===== config.mk =====
export PLATFORM = sky130hd
export DESIGN_NAME = wdog_apb
export DESIGN_NICKNAME = d
export VERILOG_FILES = /design/src/rtl/wdog_pkg.sv /design/src/rtl/wdog_regs.sv /design/src/rtl/wdog_counter.sv /design/src/rtl/wdog_resp.sv /design/src/rtl/wdog_apb.sv
export SDC_FILE = /design/constraint.sdc
export NUM_CORES = 1
export LEC_CHECK = 0
export BUFFER_PORTS_ARGS = -buffer_cell sky130_fd_sc_hd__buf_2
export CORE_MARGIN = 4
export CORE_UTILIZATION = 45
export CTS_CLUSTER_DIAMETER = 200
export CTS_CLUSTER_SIZE = 16
export DETAILED_ROUTE_END_ITERATION = 6
export PLACE_DENSITY_LB_ADDON = 0.08
export SLEW_MARGIN = 20
export SYNTH_ARGS = -nofsm -noshare
export SYNTH_HDL_FRONTEND = slang
export SYNTH_HIERARCHICAL = 1
export SYNTH_SLANG_ARGS = --single-unit

===== constraint.sdc =====
create_clock -name pclk -period 1.9 [get_ports pclk]
set_input_delay 0.475 -clock pclk [delete_from_list [all_inputs] [get_ports pclk]]
set_output_delay 0.475 -clock pclk [all_outputs]
set_load 0.1 [all_outputs]

===== src/rtl/wdog_pkg.sv =====
package wdog_pkg;

  // low byte that software must write to the restart register
  localparam logic [7:0] KICK_KEY = 8'h76;

  // register word index, taken from byte address bits 4:2
  typedef enum logic [2:0] {
    OFS_CTRL  = 3'd0,
    OFS_RANGE = 3'd1,
    OFS_COUNT = 3'd2,
    OFS_KICK  = 3'd3,
    OFS_STAT  = 3'd4,
    OFS_CLR   = 3'd5
  } ofs_e;

  // control register image, bit 0 upward: enable, mode, pulse code
  typedef struct packed {
    logic [2:0] pls_code;
    logic       mode;
    logic       en;
  } ctrl_t;

  // timeout range image: initial code in the high nibble
  typedef struct packed {
    logic [3:0] init_code;
    logic [3:0] run_code;
  } range_t;

endpackage


===== src/rtl/wdog_regs.sv =====
module wdog_regs
  import wdog_pkg::*;
#(
  parameter int unsigned ADDR_W    = 8,
  parameter int unsigned CNT_W     = 32,
  parameter bit          ALWAYS_EN = 1'b0
) (
  input  logic              clk_i,
  input  logic              rst_ni,
  input  logic              psel_i,
  input  logic              penable_i,
  input  logic              pwrite_i,
  input  logic [ADDR_W-1:0] paddr_i,
  input  logic [31:0]       pwdata_i,
  output logic [31:0]       prdata_o,
  input  logic [CNT_W-1:0]  cnt_i,
  input  logic              irq_i,
  output ctrl_t             ctrl_o,
  output range_t            range_o,
  output logic              kick_o,
  output logic              clr_o
);

  logic   access, wr_acc, rd_acc, hit;
  ofs_e   idx;
  logic   wr_ctrl, wr_range;
  logic   en_nxt;
  ctrl_t  ctrl_q, ctrl_d;
  range_t range_q, range_d;
  logic [31:0] rd_data;
  logic   unused_bits;

  assign access = psel_i & penable_i;
  assign wr_acc = access & pwrite_i;
  assign rd_acc = access & ~pwrite_i;
  assign hit    = (paddr_i[ADDR_W-1:5] == '0) && (paddr_i[1:0] == 2'b00);
  assign idx    = ofs_e'(paddr_i[4:2]);

  assign wr_ctrl  = wr_acc & hit & (idx == OFS_CTRL);
  assign wr_range = wr_acc & hit & (idx == OFS_RANGE);
  assign kick_o   = wr_acc & hit & (idx == OFS_KICK) & (pwdata_i[7:0] == KICK_KEY);
  assign clr_o    = rd_acc & hit & (idx == OFS_CLR);

  assign unused_bits = ^pwdata_i[31:8];

  // enable: fixed on, or set-only from software
  if (ALWAYS_EN) begin : g_en_fixed
    assign en_nxt = 1'b1;
  end else begin : g_en_sticky
    assign en_nxt = ctrl_q.en | (wr_ctrl & pwdata_i[0]);
  end

  always_comb begin
    ctrl_d  = ctrl_q;
    range_d = range_q;
    ctrl_d.en = en_nxt;
    if (wr_ctrl) begin
      ctrl_d.mode     = pwdata_i[1];
      ctrl_d.pls_code = pwdata_i[4:2];
    end
    if (wr_range) begin
      range_d = range_t'(pwdata_i[7:0]);
    end
  end

  always_ff @(posedge clk_i or negedge rst_ni) begin
    if (!rst_ni) begin
      ctrl_q  <= '{pls_code: 3'd0, mode: 1'b0, en: ALWAYS_EN};
      range_q <= '0;
    end else begin
      ctrl_q  <= ctrl_d;
      range_q <= range_d;
    end
  end

  always_comb begin
    rd_data = '0;
    if (hit) begin
      case (idx)
        OFS_CTRL:  rd_data[4:0]       = ctrl_q;
        OFS_RANGE: rd_data[7:0]       = range_q;
        OFS_COUNT: rd_data[CNT_W-1:0] = cnt_i;
        OFS_STAT:  rd_data[0]         = irq_i;
        default:   rd_data            = '0;
      endcase
    end
  end

  assign prdata_o = rd_data;
  assign ctrl_o   = ctrl_q;
  assign range_o  = range_q;


  en_sticky_chk: assert property (@(posedge clk_i) disable iff (!rst_ni)
    ctrl_q.en |=> ctrl_q.en);

endmodule


===== src/rtl/wdog_counter.sv =====
module wdog_counter #(
  parameter int unsigned CNT_W    = 32,
  parameter int unsigned TOP_BASE = 16
) (
  input  logic             clk_i,
  input  logic             rst_ni,
  input  logic             en_i,
  input  logic             pause_i,
  input  logic             kick_i,
  input  logic [3:0]       run_code_i,
  input  logic [3:0]       init_code_i,
  output logic [CNT_W-1:0] cnt_o,
  output logic             tmo_o
);

  localparam int unsigned SH_W = $clog2(TOP_BASE + 16);
  localparam logic [CNT_W-1:0] ONE     = CNT_W'(1);
  localparam logic [CNT_W-1:0] RST_CNT = (ONE << TOP_BASE) - ONE;

  logic             kicked_q, kicked_d;
  logic [CNT_W-1:0] cnt_q, cnt_d;
  logic [3:0]       sel_code;
  logic [SH_W-1:0]  sh_sel, sh_run;
  logic [CNT_W-1:0] reload_sel, reload_run;
  logic             active;

  // the initial code applies until the first valid key
  assign sel_code   = kicked_q ? run_code_i : init_code_i;
  assign sh_sel     = SH_W'(TOP_BASE) + SH_W'(sel_code);
  assign sh_run     = SH_W'(TOP_BASE) + SH_W'(run_code_i);
  assign reload_sel = (ONE << sh_sel) - ONE;
  assign reload_run = (ONE << sh_run) - ONE;

  assign active = en_i & ~pause_i;
  assign tmo_o  = active & ~kick_i & (cnt_q == '0);

  always_comb begin
    kicked_d = kicked_q | kick_i;
    cnt_d    = cnt_q;
    if (kick_i) begin
      cnt_d = reload_run;
    end else if (!en_i) begin
      cnt_d = reload_sel;
    end else if (tmo_o) begin
      cnt_d = reload_sel;
    end else if (active) begin
      cnt_d = cnt_q - ONE;
    end
  end

  always_ff @(posedge clk_i or negedge rst_ni) begin
    if (!rst_ni) begin
      kicked_q <= 1'b0;
      cnt_q    <= RST_CNT;
    end else begin
      kicked_q <= kicked_d;
      cnt_q    <= cnt_d;
    end
  end

  assign cnt_o = cnt_q;


  pause_hold_chk: assert property (@(posedge clk_i) disable iff (!rst_ni)
    (en_i && pause_i && !kick_i) |=> $stable(cnt_q));


  kick_reload_chk: assert property (@(posedge clk_i) disable iff (!rst_ni)
    kick_i |=> (cnt_q != '0));

endmodule


===== src/rtl/wdog_resp.sv =====
module wdog_resp (
  input  logic       clk_i,
  input  logic       rst_ni,
  input  logic       tmo_i,
  input  logic       mode_i,
  input  logic [2:0] pls_code_i,
  input  logic       kick_i,
  input  logic       clr_i,
  output logic       irq_o,
  output logic       sys_rst_o
);

  localparam int unsigned PLS_W = 8;

  logic             stage_q, stage_d;
  logic             irq_q, irq_d;
  logic             rst_q, rst_d;
  logic [PLS_W-1:0] left_q, left_d;
  logic [PLS_W:0]   pls_len;
  logic             fire;

  assign pls_len = (PLS_W+1)'(2) << pls_code_i;

  always_comb begin
    stage_d = stage_q;
    irq_d   = irq_q;
    rst_d   = rst_q;
    left_d  = left_q;
    fire    = 1'b0;
    // an expiry during a running pulse is absorbed by it
    if (tmo_i && !rst_q) begin
      if (mode_i && !stage_q) begin
        irq_d   = 1'b1;
        stage_d = 1'b1;
      end else begin
        fire = 1'b1;
      end
    end
    if (fire) begin
      rst_d   = 1'b1;
      left_d  = PLS_W'(pls_len - 1'b1);
      stage_d = 1'b0;
    end else if (rst_q) begin
      if (left_q == '0) begin
        rst_d = 1'b0;
      end else begin
        left_d = left_q - 1'b1;
      end
    end
    if (clr_i) begin
      irq_d = 1'b0;
    end
    if (kick_i) begin
      irq_d   = 1'b0;
      stage_d = 1'b0;
    end
  end

  always_ff @(posedge clk_i or negedge rst_ni) begin
    if (!rst_ni) begin
      stage_q <= 1'b0;
      irq_q   <= 1'b0;
      rst_q   <= 1'b0;
      left_q  <= '0;
    end else begin
      stage_q <= stage_d;
      irq_q   <= irq_d;
      rst_q   <= rst_d;
      left_q  <= left_d;
    end
  end

  assign irq_o     = irq_q;
  assign sys_rst_o = rst_q;


  pls_src_chk: assert property (@(posedge clk_i) disable iff (!rst_ni)
    $rose(sys_rst_o) |-> $past(tmo_i));


  kick_clears_chk: assert property (@(posedge clk_i) disable iff (!rst_ni)
    kick_i |=> !irq_o);


  staged_rst_chk: assert property (@(posedge clk_i) disable iff (!rst_ni)
    ($rose(sys_rst_o) && $past(mode_i)) |-> $past(stage_q));

endmodule


===== src/rtl/wdog_apb.sv =====
module wdog_apb
  import wdog_pkg::*;
#(
  parameter int unsigned ADDR_W    = 8,
  parameter int unsigned TOP_BASE  = 16,
  parameter bit          ALWAYS_EN = 1'b0
) (
  input  logic              pclk,
  input  logic              presetn,
  input  logic              psel,
  input  logic              penable,
  input  logic              pwrite,
  input  logic [ADDR_W-1:0] paddr,
  input  logic [31:0]       pwdata,
  output logic [31:0]       prdata,
  output logic              pready,
  input  logic              pause,
  output logic              wdt_irq,
  output logic              wdt_sys_rst
);

  localparam int unsigned CNT_W = TOP_BASE + 16;

  logic [1:0]       rsync_q;
  logic             rst_n;
  ctrl_t            ctrl;
  range_t           range;
  logic             kick, clr, tmo;
  logic [CNT_W-1:0] cnt;

  // asynchronous assertion, two-flop synchronous release
  always_ff @(posedge pclk or negedge presetn) begin
    if (!presetn) begin
      rsync_q <= 2'b00;
    end else begin
      rsync_q <= {rsync_q[0], 1'b1};
    end
  end
  assign rst_n  = rsync_q[1];
  assign pready = 1'b1;

  wdog_regs #(
    .ADDR_W   (ADDR_W),
    .CNT_W    (CNT_W),
    .ALWAYS_EN(ALWAYS_EN)
  ) u_regs (
    .clk_i    (pclk),
    .rst_ni   (rst_n),
    .psel_i   (psel),
    .penable_i(penable),
    .pwrite_i (pwrite),
    .paddr_i  (paddr),
    .pwdata_i (pwdata),
    .prdata_o (prdata),
    .cnt_i    (cnt),
    .irq_i    (wdt_irq),
    .ctrl_o   (ctrl),
    .range_o  (range),
    .kick_o   (kick),
    .clr_o    (clr)
  );

  wdog_counter #(
    .CNT_W   (CNT_W),
    .TOP_BASE(TOP_BASE)
  ) u_counter (
    .clk_i      (pclk),
    .rst_ni     (rst_n),
    .en_i       (ctrl.en),
    .pause_i    (pause),
    .kick_i     (kick),
    .run_code_i (range.run_code),
    .init_code_i(range.init_code),
    .cnt_o      (cnt),
    .tmo_o      (tmo)
  );

  wdog_resp u_resp (
    .clk_i     (pclk),
    .rst_ni    (rst_n),
    .tmo_i     (tmo),
    .mode_i    (ctrl.mode),
    .pls_code_i(ctrl.pls_code),
    .kick_i    (kick),
    .clr_i     (clr),
    .irq_o     (wdt_irq),
    .sys_rst_o (wdt_sys_rst)
  );

endmodule


==> out/qor.txt <==
Cell taking the most area after synthesis - dfrtp_1
Final setup fails - 75
Register area share after synthesis - 33.4%
Cell count after synthesis - 521
Top cell type's share of synthesized area - 24.0%
R2r startpoint - u_counter/cnt_o[9]
Clk_skew - 0.00953 ns
Synth area leaders - dfrtp_1 (24%), dfstp_2 (9.4%), nand2_1 (5.0%), nor2_1 (3.9%), and2_2 (3.9%)
# IOs - 81
Reg2reg path depth - 13
DP HPWL - 11100 microns
# clock sinks - 59
Period Utilization, post-route - 166%
GRT overflow - 0
Peak VDD IR - 0.327 mV
Maximum clock rate - 317 MHz
Row count - 36
Drt pass-1 iters - 5
Cell Area, Synth - 4480 sq um
Leak - 3.33 nW
# H-tree levels - 3
Number of library cell types mapped by synthesis - 81
Hold slack - 0.265 ns
Post-Route WL - 16200 microns
Total core area - 9730 sq um
RSZ-0062 raised after global routing - yes
Crit start category - register
Initial Util - 46.1%
Vias in the first global route - 5071
Final Core Density - 77.2%
CP Capture Type - register
Number of synthesis warnings - 6
Hold/Removal Path Class - register to asynchronous set/reset pin
Syn-to-layout area delta - 67.6%
Worst-skew pair later-pin latency - 0.35 ns
Setup CP Type - register to register
Number of diodes - 0
Worst EP arrival - 3.45 ns
Rel. slew slack - 59.8%
Capturing point of the worst reg2reg path - u_resp/left_q[6]
Clk buf depth - 2
Endpoints failing hold - 0
Routed WL per cell - 18.6 microns
CTS tree - done
Non-Filler Instances - 873
PortBufs - 55
Final slew viol count - 0
PnR worst setup slack - -1.26 ns
PD cells - 540 nW/um^2
Largest net degree at the start of global routing - 58
Placer congestion estimate - 0.960
FF-to-FF setup slack - -1.26 ns
Initial antenna violation count - 0
Fin nets - 786
Flops & latches, synth - 59
DR DRC count - 0
Via count - 5002
Max FO, Critical Path - 3
CP Data Required Time - 2.19 ns
Total of max-cap violations - 0
Post-route antenna net violation count - 0
Primary FF master, synth - dfrtp_1
Die Ht - 108 microns
Share of layout cells above drive strength 1 - 54.3%
Inserted Clock Buffers - 9
GRT Overall Usage - 28.0%
Most frequent cell after synthesis - nand2_1
Placed insts - 822
Failing checks - setup timing
Async S/R FF share, synth - 100%
Mean Syn Cell Area - 8.60 sq um
Tmin final - 3.16 ns
CTS clk-pin slew, worst paths - 0.08 ns
Pwr Total - 0.00406 W
Status - complete, but fails checks
Die area - 11600 sq um
Clock Tree Root - clkbuf_8
Via density - 5.73
Drt first-iter violations - 346
First-pass GRT wire length - 25500 microns
Die Wd - 108 microns
Post-synth EDFFs - 0
Top cells by instance count after synthesis - nand2_1 (60), nor2_1 (47), dfrtp_1 (43)
Worst Tran Pin Value - 0.600 ns
[worst max-delay path: stages (launching register included)]
cell and delay, ns:
dfstp_2 0.38, or4_4 0.54, or3_4 0.41, nor2_4 0.12
nand2_2 0.08, inv_2 0.06, nor2b_4 0.14, and2_4 0.15
mux2i_1 0.22, ha_2 0.22, nand2b_1 0.06, o31a_1 0.22
or4_1 0.40, nand3_1 0.08
[sequential cells by signal, summed over array words and instances (netlist names)]
| register | cells |
|---|---|
| u_counter/cnt_o | 32 |
| u_regs/range_o | 8 |
| u_resp/left_q | 8 |
| u_regs/ctrl_o | 5 |
| rsync_q | 2 |
| u_counter/kicked_q | 1 |
| u_resp/irq_o | 1 |
| u_resp/stage_q | 1 |
| u_resp/sys_rst_o | 1 |
[placed cells by master, fill, tap and decap left out, types with 15 or more instances in the layout]
cell,count
nor2_1,37
dfrtp_1,42
nand2_1,49
o21ai_0,16
buf_12,36
mux2_2,15
buf_4,141
buf_2,20
dfstp_2,16
buf_6,29
xor2_1,17
and2_4,25
nor3_1,19
[per-stage QoR]
step | setup TNS [ns] | cell area (sq um) | setup slack [ns]
6_report | -33.74 | 7510 | -1.26
5_1_grt | -39.83 | 7510 | -1.39
4_1_cts | -29.46 | 7230 | -1.20
3_5_place_dp | -44.69 | 6440 | -1.53
3_3_place_gp | -42.75 | 6440 | -1.43
2_1_floorplan | -36.52 | 4640 | -1.59
[where the power goes]
group | leakage [nW] | switching, W | internal (W)
Combinational | 2.49 | 0.000638 | 0.000615
Clock | 0.114 | 0.000581 | 0.000749
Sequential | 0.726 | 0.0000634 | 0.00141
[per-layer routing]
| metal | track usage (%) | vias to the layer above | wire length [microns] |
|---|---|---|---|
| li1 | - | 2316 | - |
| met1 | 35.0 | 2430 | 6680 |
| met2 | 47.7 | 212 | 8060 |
| met3 | 4.38 | 44 | 943 |
| met4 | 12.4 | 0 | 532 |
| met5 | 0 | - | 0 |
[cell type report]
| class | count | area (sq um) |
|---|---|---|
| flip-flops and latches | 59 | 1500 |
| clock buffers | 9 | 124 |
| fillers | 672 | 2220 |
| clock inverters | 7 | 100 |
| multi-input cells | 426 | 3330 |
| well taps | 133 | 166 |
| inverters | 9 | 33.8 |
| repair buffers | 230 | 2260 |
[cell families after synthesis]
group / count (synthesis) / share of synthesized area, %
compound gates: 112 / 17.1
mux: 26 / 6.23
xor+xnor: 29 / 5.67
flops: 59 / 33.4
fa+ha+maj: 5 / 1.40
other cells: 1 / 0.0837
buf+inv: 37 / 4.41
simple gates: 252 / 31.7
[worst max-delay path by stage]
stage,slack (ns),endpoint,from
6_report,-1.26,u_resp/left_q[6],u_counter/cnt_o[9]
5_1_grt,-1.39,u_resp/left_q[6],u_counter/cnt_o[9]
4_1_cts,-1.20,u_resp/left_q[6],u_counter/cnt_o[13]
3_5_place_dp,-1.53,u_resp/left_q[6],pwdata[5]
3_3_place_gp,-1.43,u_resp/left_q[6],pwdata[5]
2_1_floorplan,-1.59,u_resp/left_q[6],paddr[3]
[repair_timing]
action,CTS,global route
setup buffers,21,18
resized for setup,91,47
hold buffers,1,0
pin swaps,26,39
cloned,3,0
endpoints found under the setup margin,75,75
hold endpoints to repair,2,0
(Power assumes the default switching activity.)
